==> config.mk <==
export PLATFORM = sky130hd
export DESIGN_NAME = vo_formatter
export DESIGN_NICKNAME = d
export VERILOG_FILES = /design/src/rtl/vo_pkg.sv /design/src/rtl/vo_raster.sv /design/src/rtl/vo_window.sv /design/src/rtl/vo_pixel_out.sv /design/src/rtl/vo_formatter.sv
export SDC_FILE = /design/constraint.sdc
export NUM_CORES = 1
export LEC_CHECK = 0
export BUFFER_PORTS_ARGS = -buffer_cell sky130_fd_sc_hd__buf_2
export CAP_MARGIN = 25
export CORE_MARGIN = 3
export CORE_UTILIZATION = 60
export CTS_CLUSTER_DIAMETER = 120
export DETAILED_ROUTE_END_ITERATION = 8
export GPL_TIMING_DRIVEN = 0
export PLACE_DENSITY_LB_ADDON = 0.08
export SYNTH_ARGS = -nofsm -noshare
export SYNTH_HDL_FRONTEND = slang
export SYNTH_HIERARCHICAL = 1
export SYNTH_SLANG_ARGS = --single-unit
export TNS_END_PERCENT = 1
==> constraint.sdc <==
create_clock -name clk -period 14.54 [get_ports clk]
set_input_delay 2.908 -clock clk [delete_from_list [all_inputs] [get_ports clk]]
set_output_delay 2.908 -clock clk [all_outputs]
set_load 0.02 [all_outputs]
==> src/rtl/vo_pkg.sv <==
package vo_pkg;

    localparam logic [7:0] BLACK_Y = 8'h10;
    localparam logic [7:0] BLACK_C = 8'h80;

    // Status byte of a timing reference code with its protection bits.
    function automatic logic [7:0] trs_status(input logic fld, input logic vbl, input logic eav);
        return {1'b1, fld, vbl, eav, vbl ^ eav, fld ^ eav, fld ^ vbl, fld ^ vbl ^ eav};
    endfunction

endpackage

==> src/rtl/vo_raster.sv <==
module vo_raster #(
    parameter int H_TOT_525 = 858,
    parameter int H_TOT_625 = 864,
    parameter int FLD_525   = 262,
    parameter int FLD_625   = 312,
    parameter int VBL_525   = 22,
    parameter int VBL_625   = 24,
    parameter int HW        = 10,
    parameter int LW        = 9,
    parameter int VW        = 10
) (
    input  logic          clk,
    input  logic          rst_n,
    input  logic          cfg_disp625,
    input  logic          cfg_src625,
    input  logic          cfg_byte,
    input  logic [HW-1:0] cfg_vpx,
    input  logic [VW-1:0] cfg_vpy,
    output logic          phase,
    output logic [HW-1:0] h,
    output logic [HW-1:0] h_end,
    output logic [LW-1:0] line,
    output logic [LW-1:0] vbl_len,
    output logic          field,
    output logic          eff_src625,
    output logic          eff_byte,
    output logic [HW-1:0] eff_vpx,
    output logic [VW-1:0] eff_vpy
);

    typedef struct packed {
        logic          disp625;
        logic          src625;
        logic          bmode;
        logic [HW-1:0] vpx;
        logic [VW-1:0] vpy;
    } cfg_t;

    typedef struct packed {
        logic          phase;
        logic [HW-1:0] h;
        logic [LW-1:0] line;
        logic          field;
        cfg_t          cfg;
    } raster_t;

    raster_t       q, d;
    cfg_t          cfg_in, cfg_eff;
    logic          at_start;
    logic [LW-1:0] l_end;
    logic [LW-1:0] extra;

    always_comb begin
        cfg_in.disp625 = cfg_disp625;
        cfg_in.src625  = cfg_src625;
        cfg_in.bmode   = cfg_byte;
        cfg_in.vpx     = cfg_vpx;
        cfg_in.vpy     = cfg_vpy;

        at_start = !q.field && (q.line == '0) && (q.h == '0) && !q.phase;
        cfg_eff  = at_start ? cfg_in : q.cfg;

        extra   = {{(LW-1){1'b0}}, ~q.field};
        h_end   = cfg_eff.disp625 ? HW'(H_TOT_625 - 1) : HW'(H_TOT_525 - 1);
        l_end   = (cfg_eff.disp625 ? LW'(FLD_625 - 1) : LW'(FLD_525 - 1)) + extra;
        vbl_len = (cfg_eff.disp625 ? LW'(VBL_625) : LW'(VBL_525)) + extra;

        d       = q;
        d.cfg   = cfg_eff;
        d.phase = !q.phase;
        if (q.phase) begin
            if (q.h == h_end) begin
                d.h = '0;
                if (q.line == l_end) begin
                    d.line  = '0;
                    d.field = !q.field;
                end else begin
                    d.line = q.line + 1'b1;
                end
            end else begin
                d.h = q.h + 1'b1;
            end
        end
    end

    always_ff @(posedge clk) begin
        if (!rst_n) q <= '0;
        else        q <= d;
    end

    assign phase      = q.phase;
    assign h          = q.h;
    assign line       = q.line;
    assign field      = q.field;
    assign eff_src625 = cfg_eff.src625;
    assign eff_byte   = cfg_eff.bmode;
    assign eff_vpx    = cfg_eff.vpx;
    assign eff_vpy    = cfg_eff.vpy;

endmodule

==> src/rtl/vo_window.sv <==
module vo_window #(
    parameter int H_ACTIVE  = 720,
    parameter int PIC_W     = 704,
    parameter int PIC_L_525 = 240,
    parameter int PIC_L_625 = 288,
    parameter int HW        = 10,
    parameter int LW        = 9,
    parameter int VW        = 10
) (
    input  logic          phase,
    input  logic [HW-1:0] h,
    input  logic [LW-1:0] line,
    input  logic [LW-1:0] vbl_len,
    input  logic          src625,
    input  logic [HW-1:0] vpx,
    input  logic [VW-1:0] vpy,
    output logic          req,
    output logic          active,
    output logic          vblank
);

    logic [HW-1:0]          x0;
    logic [HW:0]            col_off;
    logic signed [VW+1:0]   row_off;
    logic signed [VW+1:0]   pic_l;
    logic                   in_col, in_row;

    always_comb begin
        x0      = {vpx[HW-1:1], 1'b0};
        col_off = {1'b0, h} - {1'b0, x0};
        in_col  = (h >= x0) && (col_off < (HW+1)'(PIC_W));

        pic_l   = src625 ? (VW+2)'(PIC_L_625) : (VW+2)'(PIC_L_525);
        row_off = $signed({3'b000, line}) - $signed({3'b000, vbl_len})
                - $signed({{2{vpy[VW-1]}}, vpy});
        in_row  = (row_off >= 0) && (row_off < pic_l);

        vblank  = line < vbl_len;
        active  = (h < HW'(H_ACTIVE)) && !vblank;
        req     = in_col && in_row && !phase;
    end

endmodule

==> src/rtl/vo_pixel_out.sv <==
module vo_pixel_out
    import vo_pkg::*;
#(
    parameter int H_ACTIVE = 720,
    parameter int HSYNC_W  = 64,
    parameter int VSYNC_L  = 3,
    parameter int HW       = 10,
    parameter int LW       = 9
) (
    input  logic          clk,
    input  logic          rst_n,
    input  logic          phase,
    input  logic [HW-1:0] h,
    input  logic [HW-1:0] h_end,
    input  logic [LW-1:0] line,
    input  logic          field,
    input  logic          vblank,
    input  logic          active,
    input  logic          fire,
    input  logic          bmode,
    input  logic [7:0]    src_y,
    input  logic [7:0]    src_c,
    output logic [15:0]   dout,
    output logic          word_stb,
    output logic          de,
    output logic          hsync,
    output logic          vsync,
    output logic          field_o
);

    typedef struct packed {
        logic [15:0] dout;
        logic        stb;
        logic        de;
        logic        hs;
        logic        vs;
        logic        fld;
        logic [7:0]  yhold;
    } out_t;

    out_t       q, d;
    logic [7:0] sy, sc, code_byte;
    logic       eav_hit, sav_hit;
    logic [1:0] code_idx;

    always_comb begin
        if (active && fire) begin
            sy = src_y;
            sc = src_c;
        end else begin
            sy = BLACK_Y;
            sc = BLACK_C;
        end

        eav_hit   = (h == HW'(H_ACTIVE)) || (h == HW'(H_ACTIVE + 1));
        sav_hit   = (h == h_end - 1'b1) || (h == h_end);
        code_idx  = {eav_hit ? (h == HW'(H_ACTIVE + 1)) : (h == h_end), phase};
        code_byte = (code_idx == 2'd0) ? 8'hFF :
                    (code_idx == 2'd3) ? trs_status(field, vblank, eav_hit) : 8'h00;

        d     = q;
        d.stb = 1'b0;
        if (!phase) d.yhold = sy;

        if (bmode) begin
            if (eav_hit || sav_hit) d.dout = {8'h00, code_byte};
            else                    d.dout = {8'h00, phase ? q.yhold : sc};
        end else if (!phase) begin
            d.dout = {sy, sc};
            d.stb  = 1'b1;
        end

        d.de  = active;
        d.hs  = (h >= HW'(H_ACTIVE)) && (h < HW'(H_ACTIVE + HSYNC_W));
        d.vs  = line < LW'(VSYNC_L);
        d.fld = field;
    end

    always_ff @(posedge clk) begin
        if (!rst_n) q <= '0;
        else        q <= d;
    end

    assign dout     = q.dout;
    assign word_stb = q.stb;
    assign de       = q.de;
    assign hsync    = q.hs;
    assign vsync    = q.vs;
    assign field_o  = q.fld;

endmodule

==> src/rtl/vo_formatter.sv <==
module vo_formatter #(
    parameter int H_ACTIVE  = 720,
    parameter int H_TOT_525 = 858,
    parameter int H_TOT_625 = 864,
    parameter int FLD_525   = 262,
    parameter int VBL_525   = 22,
    parameter int FLD_625   = 312,
    parameter int VBL_625   = 24,
    parameter int PIC_W     = 704,
    parameter int PIC_L_525 = 240,
    parameter int PIC_L_625 = 288,
    parameter int HSYNC_W   = 64,
    parameter int VSYNC_L   = 3,
    localparam int H_MAX    = (H_TOT_625 > H_TOT_525) ? H_TOT_625 : H_TOT_525,
    localparam int HW       = $clog2(H_MAX + 1),
    localparam int L_MAX    = ((FLD_625 > FLD_525) ? FLD_625 : FLD_525) + 1,
    localparam int LW       = $clog2(L_MAX + 1),
    localparam int VW       = LW + 1
) (
    input  logic          clk,
    input  logic          rst_n,
    input  logic          disp_625,
    input  logic          src_625,
    input  logic          byte_mode,
    input  logic [HW-1:0] vp_x,
    input  logic [VW-1:0] vp_y,
    input  logic          src_valid,
    output logic          src_ready,
    input  logic [7:0]    src_y,
    input  logic [7:0]    src_c,
    output logic [15:0]   dout,
    output logic          word_stb,
    output logic          de,
    output logic          hsync,
    output logic          vsync,
    output logic          field
);

    logic          phase, fld, src625_eff, byte_eff;
    logic [HW-1:0] h, h_end, vpx_eff;
    logic [LW-1:0] line, vbl_len;
    logic [VW-1:0] vpy_eff;
    logic          req, active, vblank, fire;

    vo_raster #(
        .H_TOT_525(H_TOT_525), .H_TOT_625(H_TOT_625),
        .FLD_525(FLD_525), .FLD_625(FLD_625),
        .VBL_525(VBL_525), .VBL_625(VBL_625),
        .HW(HW), .LW(LW), .VW(VW)
    ) u_raster (
        .clk(clk), .rst_n(rst_n),
        .cfg_disp625(disp_625), .cfg_src625(src_625), .cfg_byte(byte_mode),
        .cfg_vpx(vp_x), .cfg_vpy(vp_y),
        .phase(phase), .h(h), .h_end(h_end), .line(line), .vbl_len(vbl_len),
        .field(fld), .eff_src625(src625_eff), .eff_byte(byte_eff),
        .eff_vpx(vpx_eff), .eff_vpy(vpy_eff)
    );

    vo_window #(
        .H_ACTIVE(H_ACTIVE), .PIC_W(PIC_W),
        .PIC_L_525(PIC_L_525), .PIC_L_625(PIC_L_625),
        .HW(HW), .LW(LW), .VW(VW)
    ) u_window (
        .phase(phase), .h(h), .line(line), .vbl_len(vbl_len),
        .src625(src625_eff), .vpx(vpx_eff), .vpy(vpy_eff),
        .req(req), .active(active), .vblank(vblank)
    );

    assign src_ready = req;
    assign fire      = req && src_valid;

    vo_pixel_out #(
        .H_ACTIVE(H_ACTIVE), .HSYNC_W(HSYNC_W), .VSYNC_L(VSYNC_L),
        .HW(HW), .LW(LW)
    ) u_out (
        .clk(clk), .rst_n(rst_n),
        .phase(phase), .h(h), .h_end(h_end), .line(line), .field(fld),
        .vblank(vblank), .active(active), .fire(fire), .bmode(byte_eff),
        .src_y(src_y), .src_c(src_c),
        .dout(dout), .word_stb(word_stb), .de(de),
        .hsync(hsync), .vsync(vsync), .field_o(field)
    );

endmodule

==> results.toml <==
[critical_path]
cp.arrival_ps = 7530
cp_max_fo = 8
cp-endpoint = "src_ready"
startpoint = "disp_625"
timing.rr.end = "u_out/dout[7]"
crit_path_start_kind = "input pin"
r2r-start = "u_raster/phase"
crit_type = "input pin to primary output"
regToRegSetupSlack_ps = 7290
cp.required_ps = 11630
critPathCaptureType = "primary output"
reg2reg_depth = 27

[power]
power_density_nw_per_um2 = 88.7
intPower_uw = 388
swShare_pct = 32.3
p_total_uw = 573
power_switching_uw = 185
clkPwrFrac_pct = 28.9
ir_drop_v = 0.0000479
combPwrFrac_pct = 34.1
p_leak_nw = 3.01
pwr-share-seq_pct = 37.0

[cts]
clk_pin_slew_ps = 80
clk_latency_ps = 350
post_cts_buffers = 0
htreeDepth = 3
clockBufferDepth = 2
cts_sinks = 72
cts_root_buffer = "clkbuf_8"
holdBufCountCts = 0
cts_resized = 0
cts_tree = "yes"
cts_made_buffers = 9

[layout]
drive_above_1_share_pct = 26.6
fin_nets = 839
n_antenna_cell = 0
syn_to_final_growth_pct = 12.4
num-fill-cells = 778

[grt]
grt_pass1_vias = 4884
grt.met1_usage_pct = 32.6
top_usage_layer = "met2"
grt_usage_pct = 24.8
globalRouteMet3Util_pct = 4.78
grt_max_degree = 15
antenna_found_initial = 0
met2_usage_pct = 42.3
overflow = 0
grt_pass1_wl_um = 22500

[placed_design]
place_congestion = 0.884
place_ws_ps = 4110
port_buffers = 62
dp_hpwl_um = 10100

[sta]
max_freq_mhz = 95.8
setup_viol = 0
skew_ps = 10.5
worst_slew_pin_slew_ps = 772
rsz0062_at_grt = "no"
maxSlewHeadroom_pct = 48.6
fin_crit_sh_pct = 71.8
setup_ws_ps = 4110
finalCriticalPeriod_ps = 10430
fin_hold_ws_ps = 462
final-max-slew-violation-count = 0
fin_setup_tns_ps = 0
hold_viol_final = 0

[detailed_routing]
vias = 4932
drt_iter0_markers = 361
wire_per_inst_um = 14.7
antenna_left = 0
drt-total-wl_um = 13100
drc = 0
first_pass_iters = 5
via_per_inst = 5.54

[synth]
synth_area_um2 = 5750
yosysWarnings = 6
synth_cells = 673
postSynthAreaPerCell_um2 = 8.54

[min_path]
min_path_cells = 2
hold_class = "flop to flop"

[floorplanning]
die_h_um = 104
die_area_um2 = 10800
fp-row-count = 35
die_w_um = 104
core_um2 = 9280
start_util_pct = 61.9
pin_count = 64

[flow_run]
cap_violations = 0

[status]
outcome = "finished, final reports clean"
==> per-layer routing <==
metal  routed length (um)  up-vias
met3                  719       16
li1                     -     2448
met5                    0        -
met4                  130        0
met2                 6360      150
met1                 5890     2318
==> metrics by stage <==
stage | instance area, um2 | util (%) | instances
finish | 6460 | 69.6 | 891
global placement | 6260 | 67.4 | 875
floorplan | 5790 | - | 684
detailed placement | 6260 | 67.4 | 875
global route | 6460 | 69.6 | 891
CTS | 6460 | 69.6 | 891
==> registers in the layout, indices dropped and copies added (netlist names) <==
name            count
u_raster/q         22
u_out/vsync         1
u_out/hsync         1
u_out/dout         16
u_raster/line       9
u_raster/field      1
u_out/de            1
u_raster/h         10
u_raster/phase      1
u_out/q             8
u_out/field_o       1
u_out/word_stb      1
==> cell usage in the layout, fill, tap and decap left out, types with 7 or more instances in the layout <==
master	count
o21ai_0	8
nand2b_1	8
nor2_1	26
mux2_4	19
nand4_1	12
nand3_1	16
inv_1	44
a21o_1	7
a21boi_0	8
and3_1	20
clkbuf_1	19
conb_1	13
xnor2_1	23
nand2_1	56
a21oi_1	26
o211ai_1	7
and2_1	29
buf_2	63
ha_1	39
xor2_1	15
clkbuf_8	9
nor3_1	9
nor2b_1	12
dfxtp_1	72
buf_4	72
nand3b_1	8
==> worst max-delay path, stage by stage <==
cell and delay [ps]:
buf_2 110, and3_4 170, nor2_2 320, inv_1 140, ha_1 300, a21o_1 180, a21oi_1 230, a2bb2oi_1 270
nor2b_1 190, xnor2_1 130, ha_1 260, o21a_1 110, o31a_1 140, o21ai_2 160, or4b_1 450, o311ai_1 110
ha_1 300, a2111oi_0 380, o221ai_1 200, nor4_1 240, buf_2 230
==> power groups by stage <==
stage                     Sequential [mW]  Combinational [mW]  Clock (mW)
after floorplan                     0.216               0.156           0
after global placement              0.216               0.186           0
after detailed placement            0.217               0.193           0
after CTS                           0.212               0.194       0.170
after global routing                0.213               0.217       0.178
final                               0.212               0.195       0.166
==> how the worst min path moves through the flow <==
stage | from | end | slack [ps]
floorplan | u_out/dout[10] | u_out/dout[10] | 440
global placement | u_out/dout[11] | u_out/dout[11] | 440
detailed placement | u_out/dout[10] | u_out/dout[10] | 450
CTS | u_out/dout[10] | u_out/dout[10] | 460
global route | u_out/dout[10] | u_out/dout[10] | 490
finish | u_out/dout[10] | u_out/dout[10] | 460
==> cell type report <==
cell class	instances	area (um2)	share of cell area (%)
inverter	45	169	2.61
buffer	96	662	10.2
clock inverter	7	77.6	1.20
clock buffer	9	124	1.92
multi-input combinational	471	3520	54.4
sequential	72	1440	22.3
timing repair buffer	62	310	4.80
tap	129	161	2.50
(Power assumes the default switching activity.)
